`config.mk`:
```
export PLATFORM = sky130hd
export DESIGN_NAME = pwm_multi_out
export DESIGN_NICKNAME = d
export VERILOG_FILES = /design/src/rtl/pwm_pkg.sv /design/src/rtl/pwm_counter.sv /design/src/rtl/pwm_timing_bank.sv /design/src/rtl/pwm_edge_cell.sv /design/src/rtl/pwm_multi_out.sv
export SDC_FILE = /design/constraint.sdc
export NUM_CORES = 1
export LEC_CHECK = 0
export BUFFER_PORTS_ARGS = -buffer_cell sky130_fd_sc_hd__buf_4
export CAP_MARGIN = 40
export CORE_MARGIN = 2
export CORE_UTILIZATION = 40
export DETAILED_ROUTE_END_ITERATION = 12
export SLEW_MARGIN = 10
export SYNTH_ARGS = -nofsm -noshare
export SYNTH_HDL_FRONTEND = slang
export SYNTH_SLANG_ARGS = --single-unit
```
`constraint.sdc`:
```
create_clock -name clk -period 8.1 [get_ports clk]
set_clock_uncertainty 0.15 [all_clocks]
set_input_delay 0.81 -clock clk [delete_from_list [all_inputs] [get_ports clk]]
set_output_delay 0.81 -clock clk [all_outputs]
set_load 0.02 [all_outputs]
```
`src/rtl/pwm_pkg.sv`:
```
package pwm_pkg;
  localparam int NMAIN = 6;
  localparam int NCH   = NMAIN + 1;
  localparam int AW    = 5;

  localparam int A_PERIOD = 0;
  localparam int A_RISE0  = 1;
  localparam int A_FALL0  = 7;
  localparam int A_ADJ    = 13;
  localparam int A_APER   = 14;
  localparam int A_ARISE  = 15;
  localparam int A_AFALL  = 16;
  localparam int A_ENABLE = 17;
  localparam int A_COMMIT = 18;

  function automatic int rise_addr(input int ch);
    return (ch < NMAIN) ? A_RISE0 + ch : A_ARISE;
  endfunction

  function automatic int fall_addr(input int ch);
    return (ch < NMAIN) ? A_FALL0 + ch : A_AFALL;
  endfunction
endpackage

```
`src/rtl/pwm_counter.sv`:
```
module pwm_counter #(
  parameter int CW = 8
) (
  input  logic          clk,
  input  logic          rst,
  input  logic          restart,
  input  logic [CW-1:0] period,
  output logic [CW-1:0] cnt,
  output logic          wrap
);
  logic [CW:0] nxt;

  assign nxt  = {1'b0, cnt} + (CW+1)'(1);
  assign wrap = (nxt >= {1'b0, period});

  always_ff @(posedge clk) begin
    if (rst)               cnt <= '0;
    else if (restart || wrap) cnt <= '0;
    else                   cnt <= nxt[CW-1:0];
  end


  cnt_range_chk: assert property (@(posedge clk) disable iff (rst)
    (cnt == '0) || (cnt < period));
endmodule

```
`src/rtl/pwm_timing_bank.sv`:
```
module pwm_timing_bank
  import pwm_pkg::*;
#(
  parameter int CW         = 8,
  parameter int DEF_PERIOD = 16
) (
  input  logic                     clk,
  input  logic                     rst,
  input  logic                     wr_en,
  input  logic [AW-1:0]            wr_addr,
  input  logic [CW-1:0]            wr_data,
  input  logic [CW-1:0]            duty_cmd,
  input  logic                     roll,
  output logic [CW-1:0]            act_per,
  output logic [CW-1:0]            act_aper,
  output logic [NCH-1:0][CW-1:0]   act_rise,
  output logic [NCH-1:0][CW-1:0]   act_fall,
  output logic [NMAIN-1:0]         act_adj,
  output logic [NCH-1:0]           en,
  output logic [CW-1:0]            duty_q,
  output logic                     pend,
  output logic                     blank,
  output logic                     load
);
  logic [CW-1:0]    sh_per, sh_aper;
  logic [NMAIN-1:0] sh_adj;
  logic             wr_commit;

  function automatic logic hit(input logic [AW-1:0] a, input int target);
    return a == AW'(target);
  endfunction

  assign wr_commit = wr_en && hit(wr_addr, A_COMMIT) && wr_data[0];
  assign load      = roll && pend;

  always_ff @(posedge clk) begin
    if (rst) begin
      sh_per  <= CW'(DEF_PERIOD);
      sh_aper <= CW'(DEF_PERIOD);
      sh_adj  <= '0;
      en      <= '0;
    end else if (wr_en) begin
      if (hit(wr_addr, A_PERIOD)) sh_per  <= wr_data;
      if (hit(wr_addr, A_APER))   sh_aper <= wr_data;
      if (hit(wr_addr, A_ADJ))    sh_adj  <= wr_data[NMAIN-1:0];
      if (hit(wr_addr, A_ENABLE)) en      <= wr_data[NCH-1:0];
    end
  end

  always_ff @(posedge clk) begin
    if (rst) begin
      act_per  <= CW'(DEF_PERIOD);
      act_aper <= CW'(DEF_PERIOD);
      act_adj  <= '0;
    end else if (load) begin
      act_per  <= sh_per;
      act_aper <= sh_aper;
      act_adj  <= sh_adj;
    end
  end

  for (genvar i = 0; i < NCH; i++) begin : g_edge
    localparam int RA = rise_addr(i);
    localparam int FA = fall_addr(i);
    logic [CW-1:0] sh_r, sh_f, ac_r, ac_f;

    always_ff @(posedge clk) begin
      if (rst) begin
        sh_r <= '0;
        sh_f <= '0;
      end else if (wr_en) begin
        if (hit(wr_addr, RA)) sh_r <= wr_data;
        if (hit(wr_addr, FA)) sh_f <= wr_data;
      end
    end

    always_ff @(posedge clk) begin
      if (rst) begin
        ac_r <= '0;
        ac_f <= '0;
      end else if (load) begin
        ac_r <= sh_r;
        ac_f <= sh_f;
      end
    end

    assign act_rise[i] = ac_r;
    assign act_fall[i] = ac_f;
  end

  always_ff @(posedge clk) begin
    if (rst)            pend <= 1'b0;
    else if (wr_commit) pend <= 1'b1;
    else if (load)      pend <= 1'b0;
  end

  always_ff @(posedge clk) begin
    if (rst) begin
      blank  <= 1'b0;
      duty_q <= '0;
    end else if (roll) begin
      blank  <= load;
      duty_q <= duty_cmd;
    end
  end


  duty_hold_chk: assert property (@(posedge clk) disable iff (rst)
    !$past(roll) |-> $stable(duty_q));


  pend_source_chk: assert property (@(posedge clk) disable iff (rst)
    $rose(pend) |-> $past(wr_en && wr_addr == AW'(A_COMMIT) && wr_data[0]));
endmodule

```
`src/rtl/pwm_edge_cell.sv`:
```
module pwm_edge_cell #(
  parameter int CW = 8
) (
  input  logic          clk,
  input  logic          rst,
  input  logic [CW-1:0] cnt,
  input  logic [CW-1:0] period,
  input  logic [CW-1:0] rise,
  input  logic [CW-1:0] fall,
  input  logic [CW-1:0] shift,
  input  logic          enable,
  input  logic          blank,
  output logic          out
);
  logic [CW:0]   fsum;
  logic [CW-1:0] rise_c, fall_c;
  logic          win;

  assign fsum   = {1'b0, fall} + {1'b0, shift};
  assign rise_c = (rise > period) ? period : rise;
  assign fall_c = (fsum > {1'b0, period}) ? period : fsum[CW-1:0];
  assign win    = (cnt >= rise_c) && (cnt < fall_c);

  always_ff @(posedge clk) begin
    if (rst) out <= 1'b0;
    else     out <= enable && !blank && win;
  end


  disabled_low_chk: assert property (@(posedge clk) disable iff (rst)
    !enable |=> !out);
endmodule

```
`src/rtl/pwm_multi_out.sv`:
```
module pwm_multi_out
  import pwm_pkg::*;
#(
  parameter int CW         = 8,
  parameter int DEF_PERIOD = 16
) (
  input  logic              clk,
  input  logic              rst,
  input  logic              wr_en,
  input  logic [AW-1:0]     wr_addr,
  input  logic [CW-1:0]     wr_data,
  input  logic [CW-1:0]     duty_cmd,
  output logic [NMAIN-1:0]  drv_out,
  output logic              aux_out,
  output logic              commit_pending
);
  logic [CW-1:0]           act_per, act_aper, duty_q;
  logic [NCH-1:0][CW-1:0]  act_rise, act_fall;
  logic [NMAIN-1:0]        act_adj;
  logic [NCH-1:0]          en;
  logic                    pend, blank, load;
  logic [CW-1:0]           mcnt, acnt;
  logic                    mwrap, awrap;
  logic [NCH-1:0]          cell_out;

  pwm_timing_bank #(.CW(CW), .DEF_PERIOD(DEF_PERIOD)) u_bank (
    .clk(clk), .rst(rst), .wr_en(wr_en), .wr_addr(wr_addr), .wr_data(wr_data),
    .duty_cmd(duty_cmd), .roll(mwrap), .act_per(act_per), .act_aper(act_aper),
    .act_rise(act_rise), .act_fall(act_fall), .act_adj(act_adj), .en(en),
    .duty_q(duty_q), .pend(pend), .blank(blank), .load(load)
  );

  pwm_counter #(.CW(CW)) u_main_ctr (
    .clk(clk), .rst(rst), .restart(1'b0), .period(act_per),
    .cnt(mcnt), .wrap(mwrap)
  );

  pwm_counter #(.CW(CW)) u_aux_ctr (
    .clk(clk), .rst(rst), .restart(load), .period(act_aper),
    .cnt(acnt), .wrap(awrap)
  );

  for (genvar i = 0; i < NCH; i++) begin : g_cell
    logic [CW-1:0] c_cnt, c_per, c_shift;
    if (i < NMAIN) begin : g_main
      assign c_cnt   = mcnt;
      assign c_per   = act_per;
      assign c_shift = act_adj[i] ? duty_q : '0;
    end else begin : g_aux
      assign c_cnt   = acnt;
      assign c_per   = act_aper;
      assign c_shift = '0;
    end
    pwm_edge_cell #(.CW(CW)) u_cell (
      .clk(clk), .rst(rst), .cnt(c_cnt), .period(c_per),
      .rise(act_rise[i]), .fall(act_fall[i]), .shift(c_shift),
      .enable(en[i]), .blank(blank), .out(cell_out[i])
    );
  end

  assign drv_out        = cell_out[NMAIN-1:0];
  assign aux_out        = cell_out[NMAIN];
  assign commit_pending = pend;


  blank_quiet_chk: assert property (@(posedge clk) disable iff (rst)
    blank |=> (drv_out == '0) && !aux_out);


  commit_clear_chk: assert property (@(posedge clk) disable iff (rst)
    (pend && mwrap && !(wr_en && wr_addr == AW'(A_COMMIT) && wr_data[0])) |=> !pend);


  aux_restart_chk: assert property (@(posedge clk) disable iff (rst)
    load |=> (acnt == '0));


  aux_wrap_seen_chk: assert property (@(posedge clk) disable iff (rst)
    (awrap && !load) |=> (acnt == '0));
endmodule

```
== Word-level counts from Yosys, hierarchy flattened ==
Index checks and enable logic that the tools add are counted.
Storage, ports and cells
  bits in registers: 308
  output and inout port bits: 8
  word-level logic and storage cells: 173
Operators by class
  add/sub/neg operators: 8
  order comparisons: 30
  eq/ne operators: 18
  multiplexer cells: 22
  reduce and logical (&&, ||, !) cells: 48
Operators with widths (count)
  8-bit two-way mux: 20
  8-bit greater-than comparator: 8
  8-bit greater-or-equal comparator: 7
  8-bit < comparator: 7
  8-bit by 8-bit adder with 9-bit output: 6
  9-bit by 8-bit greater-than comparator with 1-bit output: 6
  5-bit by 4-bit equality test with 1-bit output (second input constant): 8
  2-bit AND reduction: 18
  1-bit logical AND: 24
  5-bit by 3-bit equality test with 1-bit output (second input constant): 4
  8-bit by 1-bit adder with 9-bit output (second input constant): 2
  9-bit by 8-bit greater-or-equal comparator with 1-bit output: 2
  5-bit equality test (second input constant): 3
  5-bit by 2-bit equality test with 1-bit output (second input constant): 2
  5-bit by 1-bit equality test with 1-bit output (second input constant): 1
  5-bit logical NOT: 1
  2-bit OR reduction: 2
  1-bit two-way mux: 2
  2-bit nonzero test: 1
  1-bit logical NOT: 1
  1-bit logical OR: 1

== Depth between registers and ports, before layout ==
  depth in word-level cells: 7
  depth in mapped cells: 23
  mapped depth without buffers: 22

== Modules after synthesis ==
Synthesis repeated with hierarchy kept, for this count alone.
Second synthesis, totals
  cells, all modules: 2274
  area total of the unflattened synthesis: 20541.0 µm²
By module, submodules not included
  pwm_timing_bank: times used 1, cells each 1112, area an instance 10525.1 µm², seq. area each 5705.5 µm²
  pwm_edge_cell (g_cell[3].u_cell ...): times used 2, cells each 141, area an instance 1201.2 µm², seq. area each 20.0 µm²
  pwm_edge_cell (g_cell[5].u_cell): times used 1, cells each 142, area an instance 1247.4 µm², seq. area each 20.0 µm²
  pwm_edge_cell (g_cell[2].u_cell): times used 1, cells each 146, area an instance 1246.2 µm², seq. area each 20.0 µm²
  pwm_counter: times used 2, cells each 60, area an instance 618.1 µm², seq. area each 160.2 µm²
  pwm_edge_cell (g_cell[0].u_cell): times used 1, cells each 141, area an instance 1198.6 µm², seq. area each 20.0 µm²
  pwm_edge_cell (g_cell[6].u_cell): times used 1, cells each 141, area an instance 1191.1 µm², seq. area each 20.0 µm²
  pwm_edge_cell (g_cell[1].u_cell): times used 1, cells each 141, area an instance 1189.9 µm², seq. area each 20.0 µm²
  pwm_multi_out: times used 1, cells each 49, area an instance 304.0 µm², seq. area each 0.0 µm²

== Least setup slack after synthesis ==
OpenSTA, ideal clock, no wires.
  path kind: register to register
  start point: register u_bank.act_adj[0]
  end point: register g_cell[0].u_cell.out
  setup time: 59 ps
  arrival time: 4720 ps
  path slack: 3171 ps
  stages on the path, launching flop included: 23
  path buffers: 1
  cell sequence: dfxtp_1 -> and2_1 -> ha_1 -> fa_1 -> a21o_1 -> a21oi_1 -> o21bai_1 -> a21oi_1 -> xnor2_1 -> ha_1 -> a2111oi_0 -> o211ai_1 -> a32oi_2 -> buf_2 -> nor2_1 -> a21oi_1 -> ha_1 -> a21oi_1 -> a21boi_0 -> or4_1 -> nor4_1 -> mux2i_1 -> nand2_1
Between the ends
  cells in the longest elaborated chain, start to end: 7
RTL lines
  start, declared: RTL line pwm_timing_bank.sv:18  | output logic [NMAIN-1:0] act_adj,
  start signal, assigned: RTL line pwm_timing_bank.sv:58  | act_adj <= sh_adj;
  8-bit two-way mux *: RTL line pwm_multi_out.sv:48  | assign c_shift = act_adj[i] ? duty_q : '0;
  8-bit by 8-bit adder with 9-bit output *: RTL line pwm_edge_cell.sv:19  | assign fsum = {1'b0, fall} + {1'b0, shift};
  9-bit by 8-bit greater-than comparator with 1-bit output: RTL line pwm_edge_cell.sv:21  | assign fall_c = (fsum > {1'b0, period}) ? period : fsum[CW-1:0];
  8-bit two-way mux *: RTL line pwm_edge_cell.sv:21
  8-bit < comparator *: RTL line pwm_edge_cell.sv:22  | assign win = (cnt >= rise_c) && (cnt < fall_c);
  1-bit logical AND *: RTL line pwm_edge_cell.sv:22
  1-bit logical AND *: RTL line pwm_edge_cell.sv:26  | else out <= enable && !blank && win;
  end signal, assigned: RTL line pwm_edge_cell.sv:26
  end, declared: RTL line pwm_edge_cell.sv:13  | output logic out
Mark *: on every way between the ends. The rest lies on a longest branch, timed or not.
A chain may end at the register's enable or synchronous reset.

== Worst setup path in the final report ==
Same ends and word-level chain as after synthesis.

==> impl_metrics.csv <==
group,metric,value,unit
yosys,ys_ff_latch,308,
timing,timing_hold_violations_final,0,
job,cap_violations,0,
clock_network,clkTransAtPathRegs,70,ps
placed_design,io_buffers,31,
worst_setup_path,cp-startpoint,"u_bank.act_adj[0]",
yosys,synth_ff_type,"dfxtp_1",
die,start_util,0.406,
worst_setup_path,worstPathRequired,8470,ps
final_layout,antennaDiodeCount,0,
pwr,power,3330,uW
yosys,synth_top_area_share,0.295,
worst_setup_path,critPathCaptureType,"flip-flop",
clock_network,cts_buffers,36,
global_route,grt_pass1_wl,89900,um
clock_network,tritoncts,"built",
timing,timing.hold.ws,305,ps
routing,ant_nets,0,
worst_setup_path,r2r_setup_slack,2510,ps
global_route,grt_overflow,0,
worst_setup_path,worstSetupStartpointType,"flip-flop",
yosys,avgSynthCellArea,9.25,um^2
global_route,grt_use_met3,0.0452,
clock_network,cts_hold_buf,0,
worst_setup_path,critical_path_class,"reg2reg",
yosys,yosys_warnings,0,
final_layout,layout.nets,2563,
clock_network,root_buffer,"clkbuf_16",
placed_design,dp_slack,2570,ps
global_route,use_met2,0.358,
yosys,synthCells,2258,
die,die-area,54100,um^2
yosys,synthTopCellsByCount,"339 x mux2i_1, 308 x dfxtp_1, 301 x nand2b_1",
worst_setup_path,endpoint,"g_cell[0].u_cell.out",
final_layout,postLayoutCoreUtil,0.446,
global_route,grt_util_met1,0.278,
clock_network,post_cts_resize_count,0,
global_route,grt_pass1_vias,16100,
yosys,seq_area_frac_synth,0.295,
outcome,status,"finished, final reports clean",
timing,setup_viol,0,
hold_path,hold_path.class,"reg2reg",
pwr,cellPowerDensity,145,nW/um^2
timing,slew_headroom,0.383,
worst_setup_path,crit_slowest_cell,"a32oi_2",
worst_setup_path,r2r-end,"g_cell[0].u_cell.out",
die,die_h,233,um
clock_network,cts_setup_buffers,0,
die,die_w,233,um
clock_network,clkSinkCount,308,
worst_setup_path,worstPathArrival,5960,ps
routing,drt-total-wl,57400,um
yosys,synth_nets,2571,
placed_design,hpwlAfterDp,40900,um
global_route,gr-max-usage-layer,"met2",
hold_path,hold_start,"u_bank.g_edge[1].sh_f[3]",
yosys,syn-cell-area,20900,um^2
timing,min_period_over_period,0.690,
timing,period_needed,5590,ps
clock_network,cts_buffer_depth,3,
global_route,grt.total_usage,0.214,
timing,final_max_slew_viol_count,0,
die,fp-row-count,83,
timing,fmax,179,MHz
routing,vias_per_cell,5.48,
routing,drtIter0Drc,1061,
yosys,synth_area_leaders,"dfxtp_1 30%, ha_1 17%, mux2i_1 16%",
timing,setup_ws,2510,ps
pwr,leakagePower,0.00937,uW
timing,totalNegativeSetupSlack,0,ps
routing,drc,0,
die,io-pin-count,32,
worst_setup_path,critPathMaxStageDelay,580,ps
clock_network,htreeDepth,2,
yosys,synth_most_common_cell,"mux2i_1",
worst_setup_path,worstRegToRegCells,21,
routing,drt_first_pass_iters,7,
clock_network,clk-insertion-delay-late,570,ps
global_route,antenna_found_initial,0,
yosys,ys_async_sr_fraction,0,
routing,vias,16200,
final_layout,area_growth,10.0,%
timing,worstMarginPinSlew,924,ps
yosys,ys_types,73,
timing,rsz0062_at_grt,"no",
global_route,grt_max_degree,130,
routing,wl_per_cell,19.4,um
pwr,ir_drop,0.182,mV
placed_design,gp_congestion,0.909,
yosys,yosysTopAreaCell,"dfxtp_1",
worst_setup_path,cp_cell_sequence,"and2_1 -> ha_1 -> fa_1 -> a21o_1 -> a21oi_1 -> o21bai_1 -> a21oi_1 -> xnor2_1 -> ha_1 -> a2111oi_0 -> o211ai_1 -> a32oi_2 -> nor2_1 -> a21oi_1 -> ha_1 -> a21oi_1 -> a21oi_1 -> or4_1 -> nor4_1 -> mux2i_1 -> nand2_1",
worst_setup_path,r2r_start,"u_bank.act_adj[0]",
final_layout,final_layout_size_suffix_gt1_frac,0.0674,
yosys,synth-edff-count,0,
worst_setup_path,cpMostUsedCell,"a21oi_1",
die,core_area,51500,um^2
worst_setup_path,cp_max_fo,15,
[where the power goes]
group | switching (uW) | leakage (uW) | internal, uW
Combinational | 114 | 0.00633 | 76.1
Clock | 661 | 0.000562 | 940
Sequential | 11.1 | 0.00248 | 1520
Total | 786 | 0.00937 | 2540
[cells in the final DEF (no fill, tap or decap), types with 6 or more instances in the layout]
master,n
mux2i_1,339
dfxtp_1,308
nand2b_1,301
ha_1,283
nor2_1,166
a21oi_1,111
nand2_1,74
o21ai_0,59
nand3_1,52
buf_4,52
inv_1,49
and2_1,49
a21o_1,42
clkbuf_16,36
xnor2_1,31
nand4_1,26
nor2b_1,24
o21a_1,24
xor2_1,17
and3_1,16
nor3b_1,14
o211ai_1,13
nor3_1,12
o21bai_1,11
nor4_1,10
or3_1,9
buf_8,8
mux2_2,7
clkbuf_1,7
and4_1,6
or4_1,6
fa_1,6
clkbuf_8,6
[sequential cells by signal, indices dropped and copies added, names as in the netlist, 7 cells and up]
signal / cells
u_aux_ctr.cnt: 8
u_bank.g_edge.ac_f: 56
u_bank.act_aper: 8
g_cell.u_cell.out: 7
u_bank.duty_q: 8
u_bank.act_per: 8
u_bank.en: 7
u_main_ctr.cnt: 8
u_bank.g_edge.sh_f: 56
u_bank.sh_aper: 8
u_bank.g_edge.sh_r: 56
u_bank.sh_per: 8
u_bank.g_edge.ac_r: 56
[critical path: cells and delay by family, from the launching register on]
family	cells	cell delay, ps
AOI/OAI and AO/OA	10	2290
xor gates and xnor gates	1	180
adders and majority gates	4	1210
DFF	1	360
muxes	1	120
and+or+nand+nor	5	1230
[layout make-up]
type	count	area, um^2
clock buffers	49	1010
clock inverters	10	143
fillers	4982	28500
inverters	49	184
multi-input cells	1789	14000
flip-flops and latches	308	6170
well taps	680	851
repair buffers	66	668
[metrics by stage]
step / instance area, um^2 / instances
global placement: 21500 / 2875
CTS: 23000 / 2951
finish: 23000 / 2951
detailed placement: 21800 / 2892
global route: 23000 / 2951
floorplan: 20900 / 2258
[per-layer routing]
| metal | wire [um] | part of all wire |
|---|---|---|
| met5 | 0 | 0 |
| met4 | 1410 | 0.025 |
| met3 | 3100 | 0.054 |
| met2 | 26600 | 0.46 |
| met1 | 26300 | 0.46 |
[cells by family (layout without fill, tap and decap cells)]
logic type | after synthesis | in the layout | synth area share
adders and majority gates | 289 | 289 | 0.175
muxes | 348 | 348 | 0.167
xor gates and xnor gates | 48 | 48 | 0.0201
AOI/OAI and AO/OA | 318 | 318 | 0.0978
buffers and inverters | 161 | 174 | 0.0370
and+or+nand+nor | 786 | 786 | 0.207
DFF | 308 | 308 | 0.295
[how the worst min path moves through the flow]
stage | slack, ps | cells past startpoint | to
detailed placement | 300 | 2 | u_bank.g_edge[3].sh_r[2]
finish | 310 | 2 | u_bank.g_edge[1].sh_f[3]
floorplan | 290 | 1 | u_bank.sh_per[4]
CTS | 300 | 2 | u_bank.g_edge[3].sh_r[2]
global route | 320 | 2 | u_bank.g_edge[3].sh_r[7]
global placement | 290 | 2 | u_bank.g_edge[1].sh_f[1]
(Power assumes the default switching activity.)
